===== config.mk =====
export PLATFORM = sky130hd
export DESIGN_NAME = hart_timer_ipi
export DESIGN_NICKNAME = d
export VERILOG_FILES = /design/src/rtl/hart_timer_pkg.sv /design/src/rtl/hart_timer_bus_fsm.sv /design/src/rtl/hart_timer_tick.sv /design/src/rtl/hart_timer_slot.sv /design/src/rtl/hart_timer_ipi.sv
export SDC_FILE = /design/constraint.sdc
export NUM_CORES = 1
export LEC_CHECK = 0
export CAP_MARGIN = 10
export CORE_AREA = 2 2 153 155
export DETAILED_ROUTE_END_ITERATION = 8
export DIE_AREA = 0 0 155 157
export PLACE_DENSITY = 0.78
export SYNTH_ARGS = -nofsm -noshare
export SYNTH_HDL_FRONTEND = slang
export SYNTH_SLANG_ARGS = --single-unit

===== constraint.sdc =====
create_clock -name clk -period 2.7 [get_ports clk]
set_input_delay 0.27 -clock clk [delete_from_list [all_inputs] [get_ports clk]]
set_output_delay 0.27 -clock clk [all_outputs]
set_load 0.01 [all_outputs]

===== src/rtl/hart_timer_pkg.sv =====
package hart_timer_pkg;
    localparam int unsigned WORD_W = 32;
    localparam int unsigned TIME_W = 64;

    typedef enum logic {
        BUS_IDLE = 1'b0,
        BUS_RESP = 1'b1
    } bus_state_e;

    typedef enum logic [1:0] {
        RGN_NONE = 2'd0,
        RGN_SWI  = 2'd1,
        RGN_CMP  = 2'd2,
        RGN_TIME = 2'd3
    } region_e;
endpackage


===== src/rtl/hart_timer_bus_fsm.sv =====
module hart_timer_bus_fsm
    import hart_timer_pkg::*;
(
    input  logic clk,
    input  logic rst_n,
    input  logic req,
    output logic accept_o,
    output logic ready_o
);
    bus_state_e state_q, state_d;

    // accept in idle, respond exactly one cycle later
    always_comb begin
        unique case (state_q)
            BUS_IDLE: state_d = req ? BUS_RESP : BUS_IDLE;
            BUS_RESP: state_d = BUS_IDLE;
            default:  state_d = BUS_IDLE;
        endcase
    end

    always_ff @(posedge clk) begin
        if (!rst_n) state_q <= BUS_IDLE;
        else        state_q <= state_d;
    end

    always_comb begin
        accept_o = (state_q == BUS_IDLE) && req;
        ready_o  = (state_q == BUS_RESP);
    end
endmodule


===== src/rtl/hart_timer_tick.sv =====
module hart_timer_tick
    import hart_timer_pkg::*;
#(
    parameter logic [TIME_W-1:0] TIME_RESET = '0
) (
    input  logic              clk,
    input  logic              rst_n,
    input  logic              tick_en,
    output logic [TIME_W-1:0] now_o
);
    // single step per tick, natural wrap; R9: reset load
    always_ff @(posedge clk) begin
        if (!rst_n)       now_o <= TIME_RESET;
        else if (tick_en) now_o <= now_o + TIME_W'(1);
    end
endmodule


===== src/rtl/hart_timer_slot.sv =====
module hart_timer_slot
    import hart_timer_pkg::*;
(
    input  logic              clk,
    input  logic              rst_n,
    input  logic              swi_wr,
    input  logic              cmp_wr_lo,
    input  logic              cmp_wr_hi,
    input  logic [WORD_W-1:0] wdata,
    input  logic [TIME_W-1:0] now_i,
    output logic              msip_o,
    output logic              mtip_o,
    output logic [TIME_W-1:0] cmp_o
);
    always_ff @(posedge clk) begin
        if (!rst_n) begin
            msip_o <= 1'b0;
            mtip_o <= 1'b0;
            cmp_o  <= '0;
        end else begin
            if (swi_wr)    msip_o <= wdata[0];
            if (cmp_wr_lo) cmp_o[WORD_W-1:0] <= wdata; // half only
            if (cmp_wr_hi) cmp_o[TIME_W-1:WORD_W] <= wdata;
            mtip_o <= (cmp_o <= now_i);                // unsigned, registered
        end
    end
endmodule


===== src/rtl/hart_timer_ipi.sv =====
module hart_timer_ipi
    import hart_timer_pkg::*;
#(
    parameter int unsigned         NUM_HARTS  = 2,
    parameter int unsigned         ADDR_W     = 16,
    parameter logic [ADDR_W-1:0]   SWI_BASE   = 'h0000,
    parameter logic [ADDR_W-1:0]   CMP_BASE   = 'h4000,
    parameter logic [ADDR_W-1:0]   TIME_BASE  = 'hBFF8,
    parameter logic [TIME_W-1:0]   TIME_RESET = '0
) (
    input  logic                 clk,
    input  logic                 rst_n,
    input  logic                 tick_en,
    input  logic                 bus_req,
    input  logic                 bus_we,
    input  logic [ADDR_W-1:0]    bus_addr,
    input  logic [WORD_W-1:0]    bus_wdata,
    output logic [WORD_W-1:0]    bus_rdata,
    output logic                 bus_ready,
    output logic [NUM_HARTS-1:0] msip_o,
    output logic [NUM_HARTS-1:0] mtip_o
);
    localparam int unsigned IDX_W    = (NUM_HARTS > 1) ? $clog2(NUM_HARTS) : 1;
    localparam logic [31:0] SWI_SPAN = 32'(NUM_HARTS) * 32'd4;
    localparam logic [31:0] CMP_SPAN = 32'(NUM_HARTS) * 32'd8;

    logic                                accept;
    logic [TIME_W-1:0]                   now_w;
    logic [NUM_HARTS-1:0][TIME_W-1:0]    cmp_w;

    region_e           rgn;
    logic [IDX_W-1:0]  idx;
    logic              hi_word;
    logic [31:0]       addr32, swi_off, cmp_off;
    logic [WORD_W-1:0] rd_word;

    hart_timer_bus_fsm u_fsm (
        .clk      (clk),
        .rst_n    (rst_n),
        .req      (bus_req),
        .accept_o (accept),
        .ready_o  (bus_ready)
    );

    hart_timer_tick #(.TIME_RESET(TIME_RESET)) u_tick (
        .clk     (clk),
        .rst_n   (rst_n),
        .tick_en (tick_en),
        .now_o   (now_w)
    );

    // Address decode: aligned words only, in-range harts only
    always_comb begin
        addr32  = 32'(bus_addr);
        swi_off = addr32 - 32'(SWI_BASE);
        cmp_off = addr32 - 32'(CMP_BASE);
        rgn     = RGN_NONE;
        idx     = '0;
        hi_word = 1'b0;
        if (addr32[1:0] == 2'b00) begin
            if (addr32 >= 32'(SWI_BASE) && swi_off < SWI_SPAN) begin
                rgn = RGN_SWI;
                idx = swi_off[IDX_W+1:2];
            end else if (addr32 >= 32'(CMP_BASE) && cmp_off < CMP_SPAN) begin
                rgn     = RGN_CMP;
                idx     = cmp_off[IDX_W+2:3];
                hi_word = cmp_off[2];
            end else if (addr32 == 32'(TIME_BASE)) begin
                rgn = RGN_TIME;
            end else if (addr32 == 32'(TIME_BASE) + 32'd4) begin
                rgn     = RGN_TIME;
                hi_word = 1'b1;
            end
        end
    end

    generate
        for (genvar h = 0; h < NUM_HARTS; h++) begin : g_hart
            logic sel;
            assign sel = accept && bus_we && (idx == IDX_W'(h));
            hart_timer_slot u_slot (
                .clk       (clk),
                .rst_n     (rst_n),
                .swi_wr    (sel && rgn == RGN_SWI),
                .cmp_wr_lo (sel && rgn == RGN_CMP && !hi_word),
                .cmp_wr_hi (sel && rgn == RGN_CMP && hi_word),
                .wdata     (bus_wdata),
                .now_i     (now_w),
                .msip_o    (msip_o[h]),
                .mtip_o    (mtip_o[h]),
                .cmp_o     (cmp_w[h])
            );
        end
    endgenerate

    always_comb begin
        rd_word = '0;
        unique case (rgn)
            RGN_SWI:  rd_word = {{(WORD_W-1){1'b0}}, msip_o[idx]};
            RGN_CMP:  rd_word = hi_word ? cmp_w[idx][TIME_W-1:WORD_W] : cmp_w[idx][WORD_W-1:0];
            RGN_TIME: rd_word = hi_word ? now_w[TIME_W-1:WORD_W] : now_w[WORD_W-1:0];
            default:  rd_word = '0;
        endcase
    end

    always_ff @(posedge clk) begin
        if (!rst_n)      bus_rdata <= '0;
        else if (accept) bus_rdata <= bus_we ? '0 : rd_word;
    end
endmodule


==> impl_results.md <==
- Status: finished clean
- Total track usage: 0.3207
- Sequential power share: 0.474
- Combinational share of power: 0.042
- Sw frac: 0.2194
- Worst Path Required: 3.12 ns
- DIE WIDTH: 155 µm
- Mapped Cells: between 1500 and 2000
- Unique masters post-synth: 61
- # IOs: 90
- Via count of the first global-routing pass: 11610
- # nets final: roughly 1900
- Number of remaining DRC errors: 0
- Via density: just over 6
- Number of enable flip-flop cells after synthesis: 0
- Core footprint: around 23000 µm²
- Sequential cell area: 4584 µm²
- Pwr dens: 451.7 nW/µm²
- H-Tree Depth: 1
- Setup Crit Path Kind: register to register
- Num CTS Buffers: 25
- Syn_area_per_cell: 8.268 µm²
- Syn_nets: 1809
- Max_cap viols: 0
- Worst Setup Slack, final: 0.09116 ns
- Maximum fanout along the worst path: 4
- WL final: 39.59 mm
- Die Area: 24340 µm²
- Seq cells post-synth: 229
- Clock Sinks: 229
- Post-synthesis async set-or-reset flop share: 0
- Kind of end point of the critical path: register
- Post-route ant nets: 0
- Slew Viols, Final: 0
- Leak: between 5 and 6 nW
- Pre-CTS setup slack: -0.03216 ns
- CTS root buffer: clkbuf_16
- Avg WL per Cell: 19.50 µm
- YS warnings: 0
- Drt pass-1 iters: 5
- Worst-path clk slew: 0.06 ns
- Top cells by area, synth: dfxtp_1 (34%), ha_1 (12%), nand2_1 (8.8%), a21boi_0 (7.1%), mux2i_1 (5.0%)
- Max frequency: 383.3 MHz
- CP Launch Type: register
- Largest net degree at the start of global routing: between 60 and 70
- Tmin final: 2.609 ns
- Via count: 12330
- Largest area contributor in the netlist: dfxtp_1
- Gr ovfl total: 0
- Global-route wire length before repair: around 63 mm
- Post-synth top cells: nand2_1 (317), dfxtp_1 (229), ha_1 (129)
- Post-DP HPWL: about 28 mm
- Worst EP arrival: around 3 ns
- # hold bufs at CTS: 0
- Most common cell in the netlist: nand2_1
- Initial antenna violation count: 0
- Initial drt markers: 1032
- Synthesized cell area: between 10000 and 15000 µm²
- Fill count: 1759
- Final RePlAce weighted congestion: 0.9525
- CTS tree: done
- Switch Pwr: approximately 0.0016 W
- Clock share of power: 0.484
- Worst-Skew Late Latency: 0.53 ns
- Final clock period utilization by the worst path: 0.9662
- Worst rel slew slack: 0.5932
- Worst slew pin tran: a little over 0.6 ns
- Clock buffer depth: 3
- Die Y: between 150 and 200 µm
- Predominant post-synthesis flop cell: dfxtp_1
- Final setup viols: 0
- IO buf count: 89
- Seq/Total Area, Yosys: 0.3408
- Worst VDD drop: 0.0005039 V
- Initial Util: 0.5978
- Area growth, synth to finish: 17.83%
- Hold crit path type: input port to register
- Area share of the leading cell type in the synthesized netlist: 0.3408
- Pwr Total: 0.007160 W
- Final Hold Viols: 0
- Share of cells above drive strength 1: 0.08773
- Int Pwr: roughly 0.0056 W
- Clock Skew: 0.01140 ns
- Rows: 55
- Footprint of the multi-input gates: 8273 µm²
-- path summary, 6_finish.rpt --
| check | from | endpoint | slack (ns) | cells after the start |
|---|---|---|---|---|
| min | rst_n | g_hart[1].u_slot.msip_o | 0.21 | 2 |
| max reg2reg | u_tick.now_o[60] | g_hart[0].u_slot.mtip_o | 0.09 | 10 |
| max | u_tick.now_o[60] | g_hart[0].u_slot.mtip_o | 0.09 | 10 |
| min reg2reg | bus_rdata[9] | bus_rdata[9] | 0.47 | 2 |
-- power groups by stage --
stage          Clock [W]  Combinational [W]  Sequential, W
4_1_cts          0.00350           0.000292        0.00340
3_3_place_gp           0           0.000287        0.00347
5_1_grt          0.00365           0.000321        0.00340
6_report         0.00346           0.000301        0.00340
3_5_place_dp           0           0.000291        0.00347
2_1_floorplan          0           0.000140        0.00347
-- kinds of logic after synthesis --
group / after synthesis / synth area share
fa+ha+maj: 129 / 0.1200
buf+inv: 159 / 0.05116
flops: 229 / 0.3408
xor+xnor: 53 / 0.03451
compound gates: 347 / 0.1712
simple gates: 640 / 0.2299
mux: 70 / 0.05237
-- flip-flops by register name, summed over array words and instances, names as in the netlist --
signal / count
g_hart.u_slot.mtip_o: 2
u_fsm.ready_o: 1
bus_rdata: 32
g_hart.u_slot.msip_o: 2
g_hart.u_slot.cmp_o: 128
u_tick.now_o: 64
-- area by class of cell --
class	count	area share
clock buffers	32	0.04302
repair buffers	163	0.09820
flip-flops and latches	229	0.2892
clock inverters	10	0.008131
inverters	71	0.01681
diodes	1	0.0001579
multi-input cells	1239	0.5219
well taps	285	0.02250
-- worst max-delay path: stages (launching register included) --
cell and delay, ns:
dfxtp_1 0.38, inv_1 0.12, ha_1 0.29, nand4_1 0.20, nor4_2 0.45, nand3_1 0.23, nor4_2 0.38, buf_4 0.21
a22oi_1 0.10, nand2_1 0.09, nand2_1 0.05
-- layout by cell type (no fill, tap or decap), drive strengths merged, types with 7 or more instances in the layout --
cell type	n
a21oi	111
ha	129
nand2	317
mux2i	67
nor3	29
dfxtp	229
a211oi	8
nand3	41
and2	58
and3	12
nor2	80
nand4	42
a21boi	137
nor2b	7
o221ai	32
xnor2	52
clkbuf	32
inv	71
buf	75
o21ai	29
nor4	21
clkinv	7
or3	12
clkdlybuf4s50	88
-- per-layer routing --
layer  vias up  part of all wire  GRT usage
li1       5907                 -          -
met1      5861              0.44     0.4443
met2       495              0.45     0.5168
met3        71             0.081    0.04626
met4         0             0.024     0.1036
met5         -                 0          0
-- timing repair --
action,4_1_cts,5_1_grt
setup endpoints to repair,1,2
gates cloned,0,0
gates resized for setup,1,11
pin swaps,0,1
endpoints found under the hold margin,0,0
setup buffers,0,0
-- metrics by stage --
step                area [µm²]  std cells    util  TNS (ns)  hold slack [ns]
detailed placement       14970       1987  0.6654  -0.03216           0.4573
floorplan                13450       1627       -         0           0.4092
CTS                      15790       2029  0.7018         0           0.1933
global route             15850       2029  0.7043  -0.01074           0.2335
finish                   15850       2030  0.7044         0           0.2098
global placement         14970       1987  0.6654  -0.04550           0.4687
(Power assumes the default switching activity.)
